**config.mk**
```make
export PLATFORM = sky130hd
export DESIGN_NAME = srcdiv_top
export DESIGN_NICKNAME = d
export VERILOG_FILES = /design/src/rtl/srcdiv_pkg.sv /design/src/rtl/srcdiv_cfg_reg.sv /design/src/rtl/srcdiv_src_mux.sv /design/src/rtl/srcdiv_tick_div.sv /design/src/rtl/srcdiv_top.sv
export SDC_FILE = /design/constraint.sdc
export NUM_CORES = 1
export LEC_CHECK = 0
export BUFFER_PORTS_ARGS = -buffer_cell sky130_fd_sc_hd__buf_4
export CAP_MARGIN = 20
export CORE_MARGIN = 1
export CORE_UTILIZATION = 45
export CTS_CLUSTER_SIZE = 30
export DETAILED_ROUTE_END_ITERATION = 8
export PLACE_DENSITY = 0.8
export SYNTH_ARGS = -nofsm -noshare
export SYNTH_HDL_FRONTEND = slang
export SYNTH_SLANG_ARGS = --single-unit
```
**constraint.sdc**
```tcl
create_clock -name clk -period 3.7 [get_ports clk]
set_clock_uncertainty 0.05 [all_clocks]
set_input_delay 1.11 -clock clk [delete_from_list [all_inputs] [get_ports clk]]
set_output_delay 1.11 -clock clk [all_outputs]
set_load 0.01 [all_outputs]
```
**src/rtl/srcdiv_pkg.sv**
```systemverilog
package srcdiv_pkg;

    localparam int WORD_W  = 32;
    localparam int SEL_LSB = 16;
    localparam int SEL_W   = 2;
    localparam int PRE_LSB = 8;
    localparam int PRE_W   = 5;
    localparam int RAT_LSB = 4;
    localparam int RAT_W   = 2;
    localparam int NUM_SRC = 1 << SEL_W;

    // Wide enough for (2^PRE_W) and for 2^(2^RAT_W - 1).
    localparam int DIV_W = ((PRE_W + 1) > ((1 << RAT_W) + 1)) ? (PRE_W + 1) : ((1 << RAT_W) + 1);

    localparam logic [SEL_W-1:0] SRC_PLL   = SEL_W'(2);
    localparam logic [SEL_W-1:0] SRC_RESET = SEL_W'(1);

    localparam logic [WORD_W-1:0] SEL_MASK = ((WORD_W'(1) << SEL_W) - 1) << SEL_LSB;
    localparam logic [WORD_W-1:0] PRE_MASK = ((WORD_W'(1) << PRE_W) - 1) << PRE_LSB;
    localparam logic [WORD_W-1:0] RAT_MASK = ((WORD_W'(1) << RAT_W) - 1) << RAT_LSB;
    localparam logic [WORD_W-1:0] DEF_MASK = SEL_MASK | PRE_MASK | RAT_MASK;

    typedef struct packed {
        logic [SEL_W-1:0] sel;
        logic [PRE_W-1:0] pre;
        logic [RAT_W-1:0] ratio;
    } cfg_t;

    typedef enum logic {
        DV_PASS  = 1'b0,
        DV_COUNT = 1'b1
    } dv_state_e;

    localparam cfg_t CFG_RESET = '{sel: SRC_RESET, pre: '0, ratio: '0};

    function automatic logic [WORD_W-1:0] cfg_to_word(input cfg_t c);
        logic [WORD_W-1:0] w;
        w = '0;
        w[SEL_LSB +: SEL_W] = c.sel;
        w[PRE_LSB +: PRE_W] = c.pre;
        w[RAT_LSB +: RAT_W] = c.ratio;
        return w;
    endfunction

    function automatic cfg_t word_to_cfg(input logic [WORD_W-1:0] w);
        cfg_t c;
        c.sel   = w[SEL_LSB +: SEL_W];
        c.pre   = w[PRE_LSB +: PRE_W];
        c.ratio = w[RAT_LSB +: RAT_W];
        return c;
    endfunction

    function automatic logic [DIV_W-1:0] pre_factor(input cfg_t c);
        if (c.sel == SRC_PLL)
            return DIV_W'(c.pre) + DIV_W'(1);
        return DIV_W'(1);
    endfunction

    function automatic logic [DIV_W-1:0] ratio_factor(input cfg_t c, input bit pow2);
        if (pow2)
            return DIV_W'(1) << c.ratio;
        return DIV_W'(c.ratio) + DIV_W'(1);
    endfunction

endpackage

```
**src/rtl/srcdiv_cfg_reg.sv**
```systemverilog
module srcdiv_cfg_reg
    import srcdiv_pkg::*;
(
    input  logic              clk,
    input  logic              rst,
    input  logic              wr_en,
    input  logic [WORD_W-1:0] wr_data,
    input  logic [WORD_W-1:0] wr_mask,
    output cfg_t              cfg_q,
    output cfg_t              cfg_d
);

    logic [WORD_W-1:0] merged;

    // Masked merge: a bit with mask 0 keeps its stored value.
    always_comb begin
        merged = (cfg_to_word(cfg_q) & ~wr_mask) | (wr_data & wr_mask);
        cfg_d  = wr_en ? word_to_cfg(merged) : cfg_q;
    end

    always_ff @(posedge clk) begin
        if (rst)
            cfg_q <= CFG_RESET;
        else
            cfg_q <= cfg_d;
    end

endmodule

```
**src/rtl/srcdiv_src_mux.sv**
```systemverilog
module srcdiv_src_mux #(
    parameter int N_SRC = 4,
    parameter int S_W   = 2
) (
    input  logic [N_SRC-1:0] ticks,
    input  logic [S_W-1:0]   sel,
    output logic             tick
);

    logic [N_SRC-1:0] hit;

    for (genvar g = 0; g < N_SRC; g++) begin : g_src
        assign hit[g] = ticks[g] && (sel == S_W'(g));
    end

    assign tick = |hit;

endmodule

```
**src/rtl/srcdiv_tick_div.sv**
```systemverilog
module srcdiv_tick_div
    import srcdiv_pkg::*;
#(
    parameter int CNT_W = 6
) (
    input  logic             clk,
    input  logic             rst,
    input  logic             load,
    input  logic [CNT_W-1:0] load_n,
    input  logic             in_tick,
    output logic             out_tick
);

    dv_state_e        state_q, state_d;
    logic [CNT_W-1:0] cnt_q, cnt_d;
    logic [CNT_W-1:0] n_q, n_d;
    logic             last;

    assign last = (cnt_q == (n_q - CNT_W'(1)));

    // Next state: load-to-pass, load-to-count, or hold.
    always_comb begin
        state_d = state_q;
        cnt_d   = cnt_q;
        n_d     = n_q;
        if (load) begin
            n_d     = load_n;
            cnt_d   = '0;
            state_d = (load_n <= CNT_W'(1)) ? DV_PASS : DV_COUNT;
        end else begin
            unique case (state_q)
                DV_PASS:  cnt_d = '0;
                DV_COUNT: if (in_tick) cnt_d = last ? '0 : cnt_q + CNT_W'(1);
                default:  cnt_d = '0;
            endcase
        end
    end

    always_ff @(posedge clk) begin
        if (rst) begin
            state_q <= DV_PASS;
            cnt_q   <= '0;
            n_q     <= CNT_W'(1);
        end else begin
            state_q <= state_d;
            cnt_q   <= cnt_d;
            n_q     <= n_d;
        end
    end

    // Outputs are suppressed in a load cycle.
    always_comb begin
        out_tick = 1'b0;
        unique case (state_q)
            DV_PASS:  out_tick = in_tick && !load;
            DV_COUNT: out_tick = in_tick && last && !load;
            default:  out_tick = 1'b0;
        endcase
    end

endmodule

```
**src/rtl/srcdiv_top.sv**
```systemverilog
module srcdiv_top
    import srcdiv_pkg::*;
#(
    parameter bit POW2_RATIO = 1'b0
) (
    input  logic               clk,
    input  logic               rst,
    input  logic               wr_en,
    input  logic [31:0]        wr_data,
    input  logic [31:0]        wr_mask,
    output logic [31:0]        rd_data,
    input  logic [3:0]         src_tick,
    output logic               out_tick
);

    cfg_t             cfg_q, cfg_d;
    logic             sel_tick;
    logic             pre_tick;
    logic [DIV_W-1:0] pre_n;
    logic [DIV_W-1:0] rat_n;

    srcdiv_cfg_reg u_cfg (
        .clk     (clk),
        .rst     (rst),
        .wr_en   (wr_en),
        .wr_data (wr_data),
        .wr_mask (wr_mask),
        .cfg_q   (cfg_q),
        .cfg_d   (cfg_d)
    );

    assign rd_data = cfg_to_word(cfg_q);

    srcdiv_src_mux #(.N_SRC(NUM_SRC), .S_W(SEL_W)) u_mux (
        .ticks (src_tick),
        .sel   (cfg_q.sel),
        .tick  (sel_tick)
    );

    // Divisors come from the post-write value so the stages reload consistently.
    assign pre_n = pre_factor(cfg_d);
    assign rat_n = ratio_factor(cfg_d, POW2_RATIO);

    srcdiv_tick_div #(.CNT_W(DIV_W)) u_prediv (
        .clk      (clk),
        .rst      (rst),
        .load     (wr_en),
        .load_n   (pre_n),
        .in_tick  (sel_tick),
        .out_tick (pre_tick)
    );

    srcdiv_tick_div #(.CNT_W(DIV_W)) u_ratdiv (
        .clk      (clk),
        .rst      (rst),
        .load     (wr_en),
        .load_n   (rat_n),
        .in_tick  (pre_tick),
        .out_tick (out_tick)
    );

endmodule

```
== Word-level counts from Yosys, hierarchy flattened ==
Cells that the tools add are included.

* Add/subtract/negate cells: 6
* Multipliers: 0
* Div/mod/pow operators: 0
* $lt $le $gt $ge: 2
* Equality and inequality tests: 8
* Shift operators: 0
* Multiplexer cells: 14
* Bitwise logic cells: 6
* Reduce and logical (&&, ||, !) cells: 14

{| class="wikitable"
|+ Operator list
! kind !! number
|-
| 18-bit bitwise AND || 2
|-
| 6-bit two-way mux || 6
|-
| 6-bit one-hot mux with 2 select lines || 2
|-
| 18-bit NOT || 1
|-
| 18-bit OR || 1
|-
| 6-bit by 1-bit adder with 6-bit output (second input constant) || 2
|-
| 6-bit equality test || 2
|-
| 6-bit by 1-bit subtractor with 6-bit output (second input constant) || 2
|-
| 1-bit logical AND || 10
|-
| 9-bit two-way mux || 1
|-
| 5-bit by 1-bit adder with 6-bit output (second input constant) || 1
|-
| 2-bit equality test (second input constant) || 3
|-
| 6-bit by 1-bit less-or-equal comparator with 1-bit output (second input constant) || 1
|-
| 2-bit by 1-bit != test with 1-bit output (second input constant) || 2
|-
| 1-bit one-hot mux with 2 select lines || 2
|-
| 4-bit OR reduction || 1
|-
| 2-bit by 1-bit adder with 3-bit output (second input constant) || 1
|-
| 3-bit by 1-bit less-or-equal comparator with 1-bit output (second input constant) || 1
|-
| 1-bit two-way mux || 3
|-
| 2-bit by 1-bit equality test with 1-bit output (second input constant) || 1
|-
| 2-bit logical NOT || 1
|-
| 1-bit NOT || 2
|-
| 2-bit OR reduction || 1
|-
| 1-bit logical NOT || 1
|}

* Register bits after elaboration: 35
* Latch bits: 0
* Memory bits (writable): 0
* ROM bits: 0
* Input bits: 71
* Output and inout bits: 33
* Logic and storage cells: 59
* Memories: 0

== Longest topological paths before layout ==
* Word-level depth: 9
* Depth in mapped cells: 9
* Gate-level depth less buffers: 9

== Hierarchy ==
A second synthesis with hierarchy kept.

* Cell total of the unflattened synthesis: 248
* Area, all modules: 2242.2 um2

{| class="wikitable"
|+ Modules (own cells, without submodules)
! module !! instances !! cells an instance !! area an instance (um2) !! sequential area each (um2)
|-
| srcdiv_tick_div || 2 || 79 || 737.0 || 260.2
|-
| srcdiv_cfg_reg || 1 || 48 || 434.2 || 180.2
|-
| srcdiv_top || 1 || 41 || 311.5 || 0.0
|-
| srcdiv_src_mux || 1 || 1 || 22.5 || 0.0
|}

== Least setup slack after synthesis ==
No wires, ideal clock.

* Path kind: register to output
* Start point: register u_prediv.n_q[0]
* End point: output port out_tick
* Data arrival time: 2.081 ns
* Required time: 2.540 ns
* Slack: 0.459 ns
* Stages on the path, launching flop included: 6
* Buffers on the path: 0
* Cells stage by stage: dfxtp_1 -> or3_4 -> or4_4 -> a2111oi_4 -> a21boi_2 -> a211oi_1

* Word-level cells in the longest chain between the ends: 8
* Elaborated cells on any way between the ends: 9
* Those cells by class: 1 x add/sub; 1 x eq/ne; 2 x mux; 5 x reduce/logical

{| class="wikitable"
|+ Ends and longest elaborated chain
! element !! RTL line !! text
|-
| from (decl) || srcdiv_tick_div.sv:16 || <nowiki>logic [CNT_W-1:0] n_q, n_d;</nowiki>
|-
| from (signal assigned) || srcdiv_tick_div.sv:47 || <nowiki>n_q <= n_d;</nowiki>
|-
| 6-bit by 1-bit subtractor with 6-bit output * || srcdiv_tick_div.sv:19 || <nowiki>assign last = (cnt_q == (n_q - CNT_W'(1)));</nowiki>
|-
| 6-bit equality test * || srcdiv_tick_div.sv:19 ||
|-
| 1-bit logical AND * (2 in a row) || srcdiv_tick_div.sv:56 || <nowiki>DV_COUNT: out_tick = in_tick && last && !load;</nowiki>
|-
| 1-bit one-hot mux with 2 select lines * || srcdiv_tick_div.sv:54 || <nowiki>unique case (state_q)</nowiki>
|-
| 1-bit logical AND (2 in a row) || srcdiv_tick_div.sv:56 ||
|-
| 1-bit one-hot mux with 2 select lines * || srcdiv_tick_div.sv:54 ||
|-
| to (decl) || srcdiv_top.sv:13 || <nowiki>output logic out_tick</nowiki>
|}

Every way passes the cells marked *; elsewhere a longest branch is shown, timed or not.

== Worst setup path in the final report ==
Same ends and word-level chain as after synthesis.

==> results.txt <==
total grt overflow -> 0
FF-to-FF path depth -> 7
Min-Delay Path Class -> flop to flop
switching part of the total -> 27.4%
Initial Utilization -> 47.7%
Synth cell types -> 44
status -> completed
Hold Path Stages -> 2
IO Pins -> 104
Inst Count DP -> 306
wire per inst -> 12.1 µm
sequential power share -> 49.1%
Reg clk slew, reported paths -> 0.07 ns
setup TNS -> 0 ns
most common cell after layout, fill and taps aside -> buf_4
crit share post-route -> 98.1%
Placed Area -> 2170 µm²
instance count on the critical path -> 6
vias after detailed routing -> 1603
reg-to-reg critical path endpoint -> u_ratdiv.cnt_q[0]
minimum clock period -> 3.63 ns
syn_area_per_cell -> 8.59 µm²
Post-Route WL -> 3790 µm
largest net degree at the start of global routing -> 22
crit path max fanout -> 4
fraction of layout cells with a size suffix above 1 -> 19.3%
P_int -> 0.000532 W
Core ar. -> 4090 µm²
WP data required -> 2.54 ns
clk_lat worst skew -> 0.29 ns
final design instance area without fill -> 2250 µm²
Max Cap Viol -> 0
Worst R2R Start -> u_prediv.n_q[0]
vias in the first global route -> 1490
CP max stage delay -> 0.50 ns
PwrDens -> 325 nW/µm²
yosys warns -> 0
logic gate share of total power -> 15.6%
IO Port Bufs -> 34
Critical Path Slowest Stage Cell -> or4_4
Final Hold Fails -> 0
Clock Power Share -> 35.3%
Post-Syn Instances -> 227
Num CTS Buffers -> 5
Worst Path Buf+Inv -> 1
fin nets -> 343
Setup Viol. Count Final -> 0
nature of the critical path endpoint -> output port
post-route ant nets -> 0
Final Max Tran Viols -> 0
diodes inserted -> 0
min-delay src -> u_prediv.n_q[1]
global placer's final weighted congestion -> 0.779
DRT iter0 DRCs -> 88
die area -> 4600 µm²
drc violations -> 0
critical path, cell by cell -> or3_4 -> or4_4 -> a2111oi_4 -> a21boi_2 -> a211oi_1 -> buf_4
initial antenna violation count -> 0
Synth Register Bits -> 32
Die X -> 67.8 µm
chip height -> 67.8 µm
unrepaired setup endpoints after global routing -> false
Fmax -> 275 MHz
sw power -> 0.000201 W
P_leak -> 1.03 nW
Cell Area, Synth -> 1950 µm²
DR pass1 iterations -> 4
setup slack, reg-to-reg -> 0.95 ns
VDD IR-drop max -> 0.265 mV
H-tree Lvls -> 2
Hold EP -> u_prediv.n_q[1]
crit path launch type -> flop
commonest non-fill, non-tap cells in the layout -> buf_4 (37), dfxtp_1 (32), conb_1 (23)
post-DR vias/cell -> 5.11
CP Class -> flop to output port
Area growth syn-to-layout -> 15.7%
Root Buffer -> clkbuf_8
sequential area share after synthesis -> 32.9%
cts hold-fix bufs -> 0
first-pass GRT wire length -> 6470 µm
Data arrival, critical path -> 2.47 ns
Detail Placement HPWL -> 2880 µm
CP Launch Point -> u_prediv.n_q[0]
clock buffer depth -> 2
final std cells w/o fill -> 314
Placement Rows -> 23
Worst path top cell family by delay -> simple AND/OR/NAND/NOR gates
Tot GR Track Use -> 18.9%
CTS tree -> built
clk sinks -> 32
[kinds of logic after synthesis]
family / Yosys count / synth area share, %
simple gates: 82 / 22.3
buf+inv: 40 / 12.3
compound gates: 36 / 13.2
flops: 32 / 32.9
xor+xnor: 16 / 7.19
mux: 12 / 6.80
fa+ha+maj: 8 / 5.13
other cells: 1 / 0.192
[sequential cells by signal, indices dropped and copies added, names as in the netlist]
register,flops
u_ratdiv.n_q,3
u_ratdiv.state_q,1
u_prediv.n_q,6
u_prediv.cnt_q,6
u_prediv.state_q,1
u_ratdiv.cnt_q,6
u_cfg.cfg_q,9
[worst max path at each step]
stage	slack, ns	to
floorplan	0.46	out_tick
global placement	0.28	out_tick
detailed placement	0.28	out_tick
CTS	0.01	out_tick
global route	0.01	out_tick
finish	0.07	out_tick
[repair_timing]
item | CTS | global route
resized for setup | 0 | 1
setup buffers | 0 | 1
pin swaps | 1 | 2
setup endpoints to repair | 1 | 1
[tightest hold or removal path: cells and delay by family (launching register included)]
family             cells  cell delay [ns]
DFF                    1             0.32
AOI/OAI and AO/OA      1             0.05
and+or+nand+nor        1             0.07
[power groups by stage]
stage / sequential, W / combinational, W / clock (W)
global placement: 0.000367 / 0.000111 / 0
CTS: 0.000360 / 0.000115 / 0.000263
finish: 0.000360 / 0.000114 / 0.000258
floorplan: 0.000368 / 0.0000883 / 0
detailed placement: 0.000367 / 0.000114 / 0
global route: 0.000361 / 0.000129 / 0.000276
[per-stage QoR]
step                setup slack (ns)  hold slack, ns  power (W)  util, %
detailed placement             0.278           0.428   0.000482     53.0
CTS                           0.0134           0.438   0.000737     55.0
finish                        0.0692           0.433   0.000733     55.2
global route                  0.0105           0.467   0.000766     55.2
floorplan                      0.459           0.409   0.000456        -
global placement               0.283           0.423   0.000479     53.0
[routing by layer]
metal | up-vias | track usage [%] | wire, µm
met5 | - | 0 | 0
met2 | 65 | 29.6 | 1720
met4 | 0 | 10.4 | 89
met3 | 8 | 5.00 | 219
met1 | 708 | 23.4 | 1760
li1 | 822 | - | -
[cell usage after synthesis]
cell | number | area share, %
dfxtp_1 | 32 | 33
buf_4 | 24 | 9.2
nor2_1 | 22 | 4.2
nand2_1 | 18 | 3.5
a21oi_1 | 12 | 3.1
inv_1 | 11 | 2.1
mux2i_1 | 11 | 5.6
xor2_1 | 9 | 4.0
ha_1 | 8 | 5.1
nand2b_1 | 8 | 2.6
xnor2_1 | 7 | 3.1
clkbuf_1 | 5 | 0.96
nand3_1 | 5 | 1.3
nor3_1 | 5 | 1.3
a31oi_1 | 4 | 1.3
o21ai_0 | 4 | 1.0
a211oi_1 | 3 | 1.2
and4_1 | 3 | 1.3
nand3b_1 | 3 | 1.2
nand4b_1 | 3 | 1.3
nor2b_1 | 3 | 0.96
and3_1 | 2 | 0.64
nand4_1 | 2 | 0.64
nor4_1 | 2 | 0.64
o31ai_1 | 2 | 0.77
a2111oi_4 | 1 | 1.4
a211o_1 | 1 | 0.45
a21boi_0 | 1 | 0.39
a21boi_2 | 1 | 0.58
a41o_2 | 1 | 0.58
conb_1 | 1 | 0.19
mux4_2 | 1 | 1.2
nor3b_1 | 1 | 0.39
o21bai_1 | 1 | 0.39
o221ai_1 | 1 | 0.45
o22ai_1 | 1 | 0.32
o311ai_1 | 1 | 0.45
o31a_1 | 1 | 0.45
o41ai_1 | 1 | 0.45
or2_2 | 1 | 0.32
or3_1 | 1 | 0.32
or3_4 | 1 | 0.58
or4_4 | 1 | 0.58
or4b_1 | 1 | 0.51
[final cells by class]
| class | instances | area, µm² |
|---|---|---|
| clock buffer | 5 | 68.8 |
| clock inverter | 2 | 12.5 |
| fill | 362 | 1830 |
| inverter | 11 | 41.3 |
| multi-input combinational | 177 | 1150 |
| sequential | 32 | 641 |
| tap | 50 | 62.6 |
| timing repair buffer | 37 | 278 |
Note: power is estimated with default switching activity, not from simulation.
